### config.mk
export PLATFORM = sky130hd
export DESIGN_NAME = ddr_init_seq
export DESIGN_NICKNAME = d
export VERILOG_FILES = /design/src/rtl/ddr_init_pkg.sv /design/src/rtl/ddr_init_step_rom.sv /design/src/rtl/ddr_init_wait_timer.sv /design/src/rtl/ddr_init_cmd_drive.sv /design/src/rtl/ddr_init_seq.sv
export SDC_FILE = /design/constraint.sdc
export NUM_CORES = 1
export LEC_CHECK = 0
export BUFFER_PORTS_ARGS = -buffer_cell sky130_fd_sc_hd__buf_2
export CORE_AREA = 2 2 47 49
export CTS_BUF_LIST = sky130_fd_sc_hd__clkbuf_8
export DETAILED_ROUTE_END_ITERATION = 16
export DIE_AREA = 0 0 49 51
export GPL_TIMING_DRIVEN = 1
export HOLD_SLACK_MARGIN = 0.1
export PLACE_DENSITY = 0.84
export SLEW_MARGIN = 0
export SYNTH_ARGS = -nofsm -noshare
export SYNTH_HDL_FRONTEND = slang
export SYNTH_SLANG_ARGS = --single-unit
export TNS_END_PERCENT = 20
### constraint.sdc
create_clock -name clk -period 5.6 [get_ports clk]
set_input_delay 0.84 -clock clk [delete_from_list [all_inputs] [get_ports clk]]
set_output_delay 0.84 -clock clk [all_outputs]
set_load 0.1 [all_outputs]
### src/rtl/ddr_init_pkg.sv
package ddr_init_pkg;

  localparam int CMD_W     = 4;
  localparam int B_CS      = 0;
  localparam int B_WE      = 1;
  localparam int B_CAS     = 2;
  localparam int B_RAS     = 3;
  localparam int NUM_STEPS = 7;
  localparam int STEP_W    = $clog2(NUM_STEPS);
  localparam int OPND_W    = 16;

  typedef logic [CMD_W-1:0]  cmd_bits_t;
  typedef logic [STEP_W-1:0] step_idx_t;

  localparam cmd_bits_t CMD_NOP = cmd_bits_t'(0);
  localparam cmd_bits_t CMD_PRE = cmd_bits_t'((1 << B_CS) | (1 << B_RAS) | (1 << B_WE));
  localparam cmd_bits_t CMD_LMR = cmd_bits_t'((1 << B_CS) | (1 << B_RAS) | (1 << B_CAS) | (1 << B_WE));
  localparam cmd_bits_t CMD_REF = cmd_bits_t'((1 << B_CS) | (1 << B_RAS) | (1 << B_CAS));

  typedef enum logic [1:0] {ST_IDLE, ST_WAIT, ST_DONE} seq_state_t;
  typedef enum logic [1:0] {GAP_SHORT, GAP_REF, GAP_LONG} gap_kind_t;

  // Command issued at each position of the power-up walk
  function automatic cmd_bits_t step_cmd(step_idx_t idx);
    case (idx)
      3'd0, 3'd3:       return CMD_PRE;
      3'd1, 3'd2, 3'd6: return CMD_LMR;
      3'd4, 3'd5:       return CMD_REF;
      default:          return CMD_NOP;
    endcase
  endfunction

  // Address operand (A10 set for precharge-all; mode words for loads)
  function automatic logic [OPND_W-1:0] step_addr(step_idx_t idx);
    case (idx)
      3'd0, 3'd3: return 16'h0400;
      3'd2:       return 16'h0132;
      3'd6:       return 16'h0032;
      default:    return 16'h0000;
    endcase
  endfunction

  // Bank operand: only the extended mode load targets bank 1
  function automatic logic [OPND_W-1:0] step_bank(step_idx_t idx);
    return (idx == 3'd1) ? 16'h0001 : 16'h0000;
  endfunction

  function automatic gap_kind_t step_gap(step_idx_t idx);
    case (idx)
      3'd2, 3'd6: return GAP_LONG;
      3'd4, 3'd5: return GAP_REF;
      default:    return GAP_SHORT;
    endcase
  endfunction

  function automatic int unsigned gap_len(gap_kind_t k, int unsigned w_short,
                                          int unsigned w_ref, int unsigned w_long);
    case (k)
      GAP_LONG: return w_long;
      GAP_REF:  return w_ref;
      default:  return w_short;
    endcase
  endfunction

  function automatic int unsigned max3(int unsigned a, int unsigned b, int unsigned c);
    int unsigned m;
    m = (a > b) ? a : b;
    return (m > c) ? m : c;
  endfunction

endpackage

### src/rtl/ddr_init_step_rom.sv
module ddr_init_step_rom
  import ddr_init_pkg::*;
#(
  parameter int          ADDR_W     = 13,
  parameter int          BANK_W     = 2,
  parameter int          CNT_W      = 8,
  parameter int unsigned WAIT_SHORT = 2,
  parameter int unsigned WAIT_REF   = 4,
  parameter int unsigned WAIT_LONG  = 200
) (
  input  step_idx_t         idx,
  output cmd_bits_t         cmd,
  output logic [ADDR_W-1:0] addr,
  output logic [BANK_W-1:0] bank,
  output logic [CNT_W-1:0]  gap
);

  logic [OPND_W-1:0] addr_full;
  logic [OPND_W-1:0] bank_full;

  always_comb begin
    cmd       = step_cmd(idx);
    addr_full = step_addr(idx);
    bank_full = step_bank(idx);
    gap       = CNT_W'(gap_len(step_gap(idx), WAIT_SHORT, WAIT_REF, WAIT_LONG));
  end

  generate
    if (ADDR_W >= OPND_W) begin : g_addr_wide
      assign addr = {{(ADDR_W-OPND_W){1'b0}}, addr_full};
    end else begin : g_addr_narrow
      assign addr = addr_full[ADDR_W-1:0];
    end
    if (BANK_W >= OPND_W) begin : g_bank_wide
      assign bank = {{(BANK_W-OPND_W){1'b0}}, bank_full};
    end else begin : g_bank_narrow
      assign bank = bank_full[BANK_W-1:0];
    end
  endgenerate

endmodule

### src/rtl/ddr_init_wait_timer.sv
module ddr_init_wait_timer #(
  parameter int CNT_W = 8
) (
  input  logic             clk,
  input  logic             rst_n,
  input  logic             load,
  input  logic [CNT_W-1:0] load_val,
  output logic             expired
);

  logic [CNT_W-1:0] cnt_q;

  always_ff @(posedge clk or negedge rst_n) begin
    if (!rst_n)              cnt_q <= '0;
    else if (load)           cnt_q <= load_val;
    else if (cnt_q != '0)    cnt_q <= cnt_q - 1'b1;
  end

  assign expired = (cnt_q == '0);

  AST_TIMER_COUNTDOWN: assert property (@(posedge clk) disable iff (!rst_n)
    (!load && !expired) |=> (cnt_q == $past(cnt_q) - 1'b1));
  AST_TIMER_HOLD_ZERO: assert property (@(posedge clk) disable iff (!rst_n)
    (!load && expired) |=> expired);

endmodule

### src/rtl/ddr_init_cmd_drive.sv
module ddr_init_cmd_drive
  import ddr_init_pkg::*;
#(
  parameter int ADDR_W = 13,
  parameter int BANK_W = 2
) (
  input  logic              clk,
  input  logic              rst_n,
  input  logic              issue,
  input  cmd_bits_t         cmd_in,
  input  logic [ADDR_W-1:0] addr_in,
  input  logic [BANK_W-1:0] bank_in,
  output logic              cs_n,
  output logic              ras_n,
  output logic              cas_n,
  output logic              we_n,
  output logic [ADDR_W-1:0] addr,
  output logic [BANK_W-1:0] bank
);

  cmd_bits_t         cmd_q;
  logic [ADDR_W-1:0] addr_q;
  logic [BANK_W-1:0] bank_q;

  // Operands only ride with a command; everything else is a clean NOP
  always_ff @(posedge clk or negedge rst_n) begin
    if (!rst_n) begin
      cmd_q  <= CMD_NOP;
      addr_q <= '0;
      bank_q <= '0;
    end else if (issue) begin
      cmd_q  <= cmd_in;
      addr_q <= addr_in;
      bank_q <= bank_in;
    end else begin
      cmd_q  <= CMD_NOP;
      addr_q <= '0;
      bank_q <= '0;
    end
  end

  assign cs_n  = ~cmd_q[B_CS];
  assign ras_n = ~cmd_q[B_RAS];
  assign cas_n = ~cmd_q[B_CAS];
  assign we_n  = ~cmd_q[B_WE];
  assign addr  = addr_q;
  assign bank  = bank_q;

  AST_CMD_SINGLE_CYCLE: assert property (@(posedge clk) disable iff (!rst_n)
    !cs_n |=> cs_n);
  AST_NOP_BUS_ZERO: assert property (@(posedge clk) disable iff (!rst_n)
    cs_n |-> (addr == '0 && bank == '0 && ras_n && cas_n && we_n));
  AST_CMD_FROM_ISSUE: assert property (@(posedge clk) disable iff (!rst_n)
    !issue |=> cs_n);

endmodule

### src/rtl/ddr_init_seq.sv
module ddr_init_seq
  import ddr_init_pkg::*;
#(
  parameter int          ADDR_W     = 13,
  parameter int          BANK_W     = 2,
  parameter int unsigned WAIT_SHORT = 2,
  parameter int unsigned WAIT_REF   = 4,
  parameter int unsigned WAIT_LONG  = 200
) (
  input  logic              clk,
  input  logic              rst_n,
  input  logic              start,
  output logic              cs_n,
  output logic              ras_n,
  output logic              cas_n,
  output logic              we_n,
  output logic [ADDR_W-1:0] addr,
  output logic [BANK_W-1:0] bank,
  output logic              done
);

  localparam int unsigned MAX_WAIT  = max3(WAIT_SHORT, WAIT_REF, WAIT_LONG);
  localparam int          CNT_W     = $clog2(MAX_WAIT + 1);
  localparam step_idx_t   LAST_STEP = step_idx_t'(NUM_STEPS - 1);

  seq_state_t        state_q;
  step_idx_t         step_q;
  logic              done_q;

  // Named internal events
  logic              tmr_expired;
  logic              wait_over;
  logic              issue_first;
  logic              issue_next;
  logic              issue;
  logic              finish;
  step_idx_t         issue_idx;

  cmd_bits_t         rom_cmd;
  logic [ADDR_W-1:0] rom_addr;
  logic [BANK_W-1:0] rom_bank;
  logic [CNT_W-1:0]  rom_gap;

  assign wait_over   = (state_q == ST_WAIT) && tmr_expired;
  assign issue_first = (state_q == ST_IDLE) && start;
  assign issue_next  = wait_over && (step_q != LAST_STEP);
  assign finish      = wait_over && (step_q == LAST_STEP);
  assign issue       = issue_first || issue_next;
  assign issue_idx   = issue_first ? step_idx_t'(0) : step_idx_t'(step_q + 1'b1);

  ddr_init_step_rom #(
    .ADDR_W     (ADDR_W),
    .BANK_W     (BANK_W),
    .CNT_W      (CNT_W),
    .WAIT_SHORT (WAIT_SHORT),
    .WAIT_REF   (WAIT_REF),
    .WAIT_LONG  (WAIT_LONG)
  ) u_rom (
    .idx  (issue_idx),
    .cmd  (rom_cmd),
    .addr (rom_addr),
    .bank (rom_bank),
    .gap  (rom_gap)
  );

  ddr_init_wait_timer #(
    .CNT_W (CNT_W)
  ) u_timer (
    .clk      (clk),
    .rst_n    (rst_n),
    .load     (issue),
    .load_val (rom_gap),
    .expired  (tmr_expired)
  );

  ddr_init_cmd_drive #(
    .ADDR_W (ADDR_W),
    .BANK_W (BANK_W)
  ) u_drive (
    .clk     (clk),
    .rst_n   (rst_n),
    .issue   (issue),
    .cmd_in  (rom_cmd),
    .addr_in (rom_addr),
    .bank_in (rom_bank),
    .cs_n    (cs_n),
    .ras_n   (ras_n),
    .cas_n   (cas_n),
    .we_n    (we_n),
    .addr    (addr),
    .bank    (bank)
  );

  always_ff @(posedge clk or negedge rst_n) begin
    if (!rst_n) begin
      state_q <= ST_IDLE;
      step_q  <= '0;
      done_q  <= 1'b0;
    end else begin
      if (issue) begin
        state_q <= ST_WAIT;
        step_q  <= issue_idx;
      end else if (finish) begin
        state_q <= ST_DONE;
        done_q  <= 1'b1;
      end
    end
  end

  assign done = done_q;

  AST_IDLE_QUIET: assert property (@(posedge clk) disable iff (!rst_n)
    (state_q == ST_IDLE) |-> (cs_n && ras_n && cas_n && we_n && addr == '0 && bank == '0 && !done));
  AST_FIRST_CMD_NEXT: assert property (@(posedge clk) disable iff (!rst_n)
    ((state_q == ST_IDLE) && start) |=> (!cs_n && !ras_n && cas_n && !we_n));
  AST_BUSY_START_IGNORED: assert property (@(posedge clk) disable iff (!rst_n)
    ((state_q == ST_WAIT) && start && !tmr_expired) |=> ($stable(step_q) && cs_n));
  AST_DONE_STICKY: assert property (@(posedge clk) disable iff (!rst_n)
    done |=> done);
  AST_DONE_NO_CMD: assert property (@(posedge clk) disable iff (!rst_n)
    done |-> cs_n);

endmodule

# Word-level counts from Yosys, hierarchy flattened

Index checks and enable logic that the tools add are counted.

Bitwise gates (word level): 5
Add/subtract/negate cells: 2
Divide/modulo/power cells: 0
Shifts and indexed selects: 0
Order comparisons: 0
Multipliers: 0
Muxes and demuxes: 13
Reduce and logical (&&, ||, !) cells: 16
Eq/ne operators: 11

Operator list:

| operator                                            | number |
|---|---|
| case mux 11 bit (3 select lines)                    | 1 |
| two-way mux 8 bit                                   | 2 |
| case mux 8 bit (2 select lines)                     | 1 |
| equality test 3 bit, second input constant          | 4 |
| case mux 4 bit (3 select lines)                     | 1 |
| two-way mux 11 bit                                  | 1 |
| zero test 8 bit                                     | 1 |
| nonzero test 8 bit                                  | 1 |
| subtractor 8 x 1 -> 8 bit, second input constant    | 1 |
| equality test 3 x 2 -> 1 bit, second input constant | 2 |
| OR reduction 2 bit                                  | 3 |
| inverter 1 bit                                      | 5 |
| equality test 2 x 1 -> 1 bit, second input constant | 2 |
| logical AND 1 bit                                   | 4 |
| two-way mux 2 bit                                   | 2 |
| two-way mux 4 bit                                   | 1 |
| case mux 2 bit (2 select lines)                     | 1 |
| nonzero test 2 bit                                  | 2 |
| adder 3 x 1 -> 3 bit, second input constant         | 1 |
| equality test 3 x 1 -> 1 bit, second input constant | 1 |
| zero test 3 bit                                     | 1 |
| two-way mux 3 bit                                   | 1 |
| != test 3 bit, second input constant                | 1 |
| OR reduction 3 bit                                  | 1 |
| 5 further kinds                                     | 6 |

Bits in read-only memories: 0
Memories kept: 0
Output and inout port bits: 20
Bits in latches: 0
Bits of input ports: 3
RAM bits: 0
Register bits: 30

# Depth between registers and ports, before layout

Depth in word-level cells: 9
Depth in mapped cells: 7

# Hierarchy

A second synthesis with hierarchy kept.

Cells, all modules: 167
Area total of the unflattened synthesis: 1,677.9 um2

Modules (own cells, without submodules):

| module              | area an instance (um2) | instances | seq. area each (um2) | cells an instance |
|---|---|---|---|---|
| ddr_init_cmd_drive  | 639.4                  | 1         | 475.5                | 43 |
| ddr_init_wait_timer | 476.7                  | 1         | 200.2                | 54 |
| ddr_init_seq        | 355.3                  | 1         | 150.1                | 39 |
| ddr_init_step_rom   | 206.4                  | 1         | 0.0                  | 31 |

# Worst setup path before layout

OpenSTA, ideal clock, no wires.

Kind: reg2out
Start point: register, netlist name u_drive.cmd_q[0]
End point: output ras_n
Stages on the path, launching flop included: 3
Path buffers: 1
Required time: 4.760 ns
Arrival time: 1.363 ns
Setup slack: 3.397 ns
Path through: dfrtp_1 > inv_1 > buf_4

RTL lines:

| what             | RTL line           | text |
|---|---|---|
| end: declaration | ddr_init_seq.sv:14 | `output logic ras_n,` |

# Worst setup path in the final report

Start point: register u_timer.cnt_q[0]
End point: register u_timer.cnt_q[1]

Longest elaborated chain between the ends: 5
Elaborated cells between the ends (all ways): 9

Ends and longest elaborated chain:

| what                                                                              | RTL line                  | text |
|---|---|---|
| start: declaration                                                                | ddr_init_wait_timer.sv:11 | `logic [CNT_W-1:0] cnt_q;` |
| start signal: assignment                                                          | ddr_init_wait_timer.sv:15 | `else if (load) cnt_q <= load_val;` |
| start signal: assignment                                                          | ddr_init_wait_timer.sv:16 | `else if (cnt_q != '0) cnt_q <= cnt_q - 1'b1;` |
| parallel branches: the longest is 5 deep, another holds subtractor 8 x 1 -> 8 bit | -                         |  |

Several ways; the timed one is not identified. The select of a mux whose other input is x is not followed.
A chain may end at the register's enable or synchronous reset.

==> Implementation_results.wiki <==
{| class="wikitable"
! Metric !! Value
|-
| Run status || complete, no violations
|-
| Max incr delay on CP || 500 ps
|-
| DIE AREA || 0.00250 mm2
|-
| Number of fill cells in the layout || 181
|-
| CP bufs+invs || 1
|-
| Capture instance of the worst register-to-register path || u_timer.cnt_q[1]$_DFFE_PN0P_
|-
| Drt initial violations || 20
|-
| Clock Sinks || 21
|-
| IO Count || 23
|-
| Data required time at the worst endpoint || 5740 ps
|-
| Final design instance area without fill || 0.00122 mm2
|-
| Power per cell area || 228 mW/mm2
|-
| Portion of the clock cycle consumed by the worst path in the final layout || 39.0%
|-
| Total track usage || 19.9%
|-
| Sw frac || 28.1%
|-
| Sequential fraction of the synthesis area || 45.5%
|-
| CTS H-tree depth || 1
|-
| R2R depth || 6
|-
| Placed cell areas || 0.00118 mm2
|-
| Count of vias placed by the detailed router || 867
|-
| Synth Register Bits || 21
|-
| Reg2Reg Setup Slack || 3410 ps
|-
| Initial antenna violation count || 0
|-
| RSZ-0062 raised after global routing || no
|-
| Starting density of the core || 56.0%
|-
| Number of global-route vias before repair || 856
|-
| Slowest-stage cell, CP || sky130_fd_sc_hd__and2_0
|-
| Post-layout minimum cycle time || 2190 ps
|-
| 1st-pass router iterations || 4
|-
| Worst setup skew after layout || 2.08 ps
|-
| Area growth syn-to-layout || 5.95%
|-
| Clock slew at reported path FFs || 70 ps
|-
| Cell Int Power || 201 uW
|-
| Commonest register cell after synthesis || sky130_fd_sc_hd__dfrtp_1
|-
| Cell area after synthesis || 0.00116 mm2
|-
| Number of gates resized after CTS || 0
|-
| Power share of the clock group || 35.2%
|-
| Cell taking the most area after synthesis || sky130_fd_sc_hd__dfrtp_1
|-
| Start point of the critical path || u_timer.cnt_q[0]$_DFFE_PN0P_
|-
| Static power due to leakage || 0.000612 uW
|-
| Maximum count of clock buffers along a single path || 2
|-
| Maxcap violations || 0
|-
| Fin. Hold Viols || 0
|-
| Worst Hold Margin || 481 ps
|-
| Sort of element at the end of the critical path || flip-flop
|-
| Count of port buffers added during placement || 13
|-
| Global-route wire length before repair || 3790 um
|-
| Stages on worst setup path || 6
|-
| Share of post-route cells with drive strength above 1 || 20.0%
|-
| Gate Count Post-Synth || 116
|-
| Maximum VDD drop || 0.148 mV
|-
| Launching point of the worst reg2reg path || u_timer.cnt_q[0]$_DFFE_PN0P_
|-
| Syn Area/Cell || 9.97 um2
|-
| Layout net count || 132
|-
| Number of enable-type register cells in the synthesized netlist || 0
|-
| Last weighted congestion value of the routability-driven placer || 0.859
|-
| Relative contribution of sequential cells to total power || 54.2%
|-
| Most common library cells after synthesis || sky130_fd_sc_hd__dfrtp_1 (21), sky130_fd_sc_hd__buf_4 (12), sky130_fd_sc_hd__a21oi_1 (9)
|-
| Total Neg Setup Slack || 0 ps
|-
| Total half-perimeter wirelength after legalization and detailed placement || 1600 um
|-
| Final setup violation count || 0
|-
| Critical path launch point type || flip-flop
|-
| Max transition margin || 57.3%
|-
| Data arrival, critical path || 2330 ps
|-
| Root buffer cell || sky130_fd_sc_hd__clkbuf_8
|-
| Total wire length || 2160 um
|-
| Vertical extent of the die || 51 um
|-
| Core region area || 0.00206 mm2
|-
| Maximum number of pins on one net before global-route repair || 22
|-
| Category of cells accounting for the largest share of critical-path delay || simple AND/OR/NAND/NOR gates
|-
| P_sw || 78.6 uW
|-
| Combinational Power Share || 10.6%
|-
| Routed vias/inst || 5.67
|-
| Slew at the pin closest to its max-slew limit || 636 ps
|-
| Number of DRC violations after detailed routing || 0
|-
| Type of the worst min-delay path || reg -> reg
|-
| Largest fanout on the critical path || 7
|-
| Detailed-route wire length per cell || 14.1 um
|-
| Clock tree from TritonCTS || yes
|-
| FFs w/ async S/R, synth || 100%
|-
| Diodes inserted || 0
|-
| Maximum operating frequency || 457 MHz
|-
| Path type of the worst setup path || reg -> reg
|-
| Leading post-synthesis cells by cell area || sky130_fd_sc_hd__dfrtp_1 (45%), sky130_fd_sc_hd__buf_4 (7.8%), sky130_fd_sc_hd__a21oi_1 (3.9%), sky130_fd_sc_hd__o21ai_0 (3.5%), sky130_fd_sc_hd__ha_1 (3.2%)
|-
| Most instantiated library cell after synthesis || sky130_fd_sc_hd__dfrtp_1
|-
| Worst-path cell chain || inv_1 -> ha_1 -> nor4b_2 -> and2_0 -> nand4b_4 -> o2bb2ai_1
|-
| Capture point of the critical path || u_timer.cnt_q[1]$_DFFE_PN0P_
|-
| Hold bufs inserted after CTS || 0
|-
| Die Wd || 49 um
|-
| TritonCTS buffer count || 3
|-
| Area share of the leading cell type in the synthesized netlist || 45.5%
|-
| Row count || 17
|-
| Number of different library cells in the post-synthesis netlist || 38
|-
| Buffer count from post-CTS setup fixing || 0
|-
| Remaining global-route overflow || 0
|-
| Routed Antenna Nets || 0
|-
| Clock latency at the later pin of the worst-skew pair || 260 ps
|-
| Synth warnings || 0
|-
| Fin. max-slew vios || 0
|}
power by group through the flow:
stage	Combinational, uW	Sequential (uW)	Clock, uW
6_report	29.6	151	98.3
5_1_grt	31.0	151	106
4_1_cts	29.8	151	101
3_5_place_dp	29.8	155	0
3_3_place_gp	29.7	155	0
2_1_floorplan	31.0	155	0
cells in the final DEF, fill, tap and decap left out, types with 2 or more instances in the layout:
| master | n |
|---|---|
| sky130_fd_sc_hd__or4_4 | 2 |
| sky130_fd_sc_hd__conb_1 | 9 |
| sky130_fd_sc_hd__nor2_1 | 5 |
| sky130_fd_sc_hd__nand3_1 | 4 |
| sky130_fd_sc_hd__clkbuf_8 | 3 |
| sky130_fd_sc_hd__buf_2 | 13 |
| sky130_fd_sc_hd__nor2b_1 | 2 |
| sky130_fd_sc_hd__a21oi_1 | 9 |
| sky130_fd_sc_hd__nand2_1 | 6 |
| sky130_fd_sc_hd__o21ai_0 | 8 |
| sky130_fd_sc_hd__ha_1 | 3 |
| sky130_fd_sc_hd__xnor2_1 | 2 |
| sky130_fd_sc_hd__a41o_1 | 2 |
| sky130_fd_sc_hd__nor3_1 | 5 |
| sky130_fd_sc_hd__inv_1 | 9 |
| sky130_fd_sc_hd__and2_1 | 2 |
| sky130_fd_sc_hd__dfrtp_1 | 21 |
layout make-up:
cell class	count	area, um2	share of cell area (%)
sequential	21	526	42.9
multi-input combinational	79	524	42.8
timing repair buffer	13	65.1	5.31
clock buffer	3	41.3	3.37
tap	28	35.0	2.86
inverter	8	30.0	2.45
clock inverter	1	3.75	0.306
metrics by stage:
step	instances	total power [uW]	utilization (%)	setup slack, ps
floorplan	124	186	-	3400
global placement	149	184	57.2	3640
detailed placement	149	184	57.2	3490
CTS	153	282	59.4	3450
global route	153	288	59.4	3240
finish	153	279	59.4	3410
kinds of logic (layout without fill, tap and decap cells):
| kind of cell | Yosys count | in the layout | synth area share (%) |
|---|---|---|---|
| AO/OA/AOI/OAI | 26 | 26 | 14.6 |
| AND/OR/NAND/NOR | 37 | 37 | 21.4 |
| flip-flops | 21 | 21 | 45.5 |
| buffers and inverters | 24 | 25 | 11.8 |
| other | 1 | 9 | 0.324 |
| multiplexers | 1 | 1 | 0.866 |
| XOR/XNOR | 3 | 3 | 2.27 |
| adder cells (fa/ha/maj) | 3 | 3 | 3.25 |
worst min-delay path by stage:
stage,start,end,slack (ps),cells past startpoint
2_1_floorplan,state_q[1]$_DFFE_PN0P_,state_q[1]$_DFFE_PN0P_,460,1
3_3_place_gp,done$_DFFE_PN0P_,done$_DFFE_PN0P_,450,1
3_5_place_dp,done$_DFFE_PN0P_,done$_DFFE_PN0P_,470,1
4_1_cts,done$_DFFE_PN0P_,done$_DFFE_PN0P_,490,1
5_1_grt,done$_DFFE_PN0P_,done$_DFFE_PN0P_,500,1
6_report,done$_DFFE_PN0P_,done$_DFFE_PN0P_,480,1
layer usage:
metal	GRT usage, %	wire, um
met5	0	0
met4	12.9	88
met3	2.05	71
met2	35.2	1120
met1	23.1	885
sequential cells by signal (all words and copies together), names as in the netlist:
signal	cells
u_timer.cnt_q	8
u_drive.bank	1
u_drive.cmd_q	3
done	1
u_drive.addr	3
step_q	3
state_q	2
No activity file was read; power rests on OpenSTA's default activity.
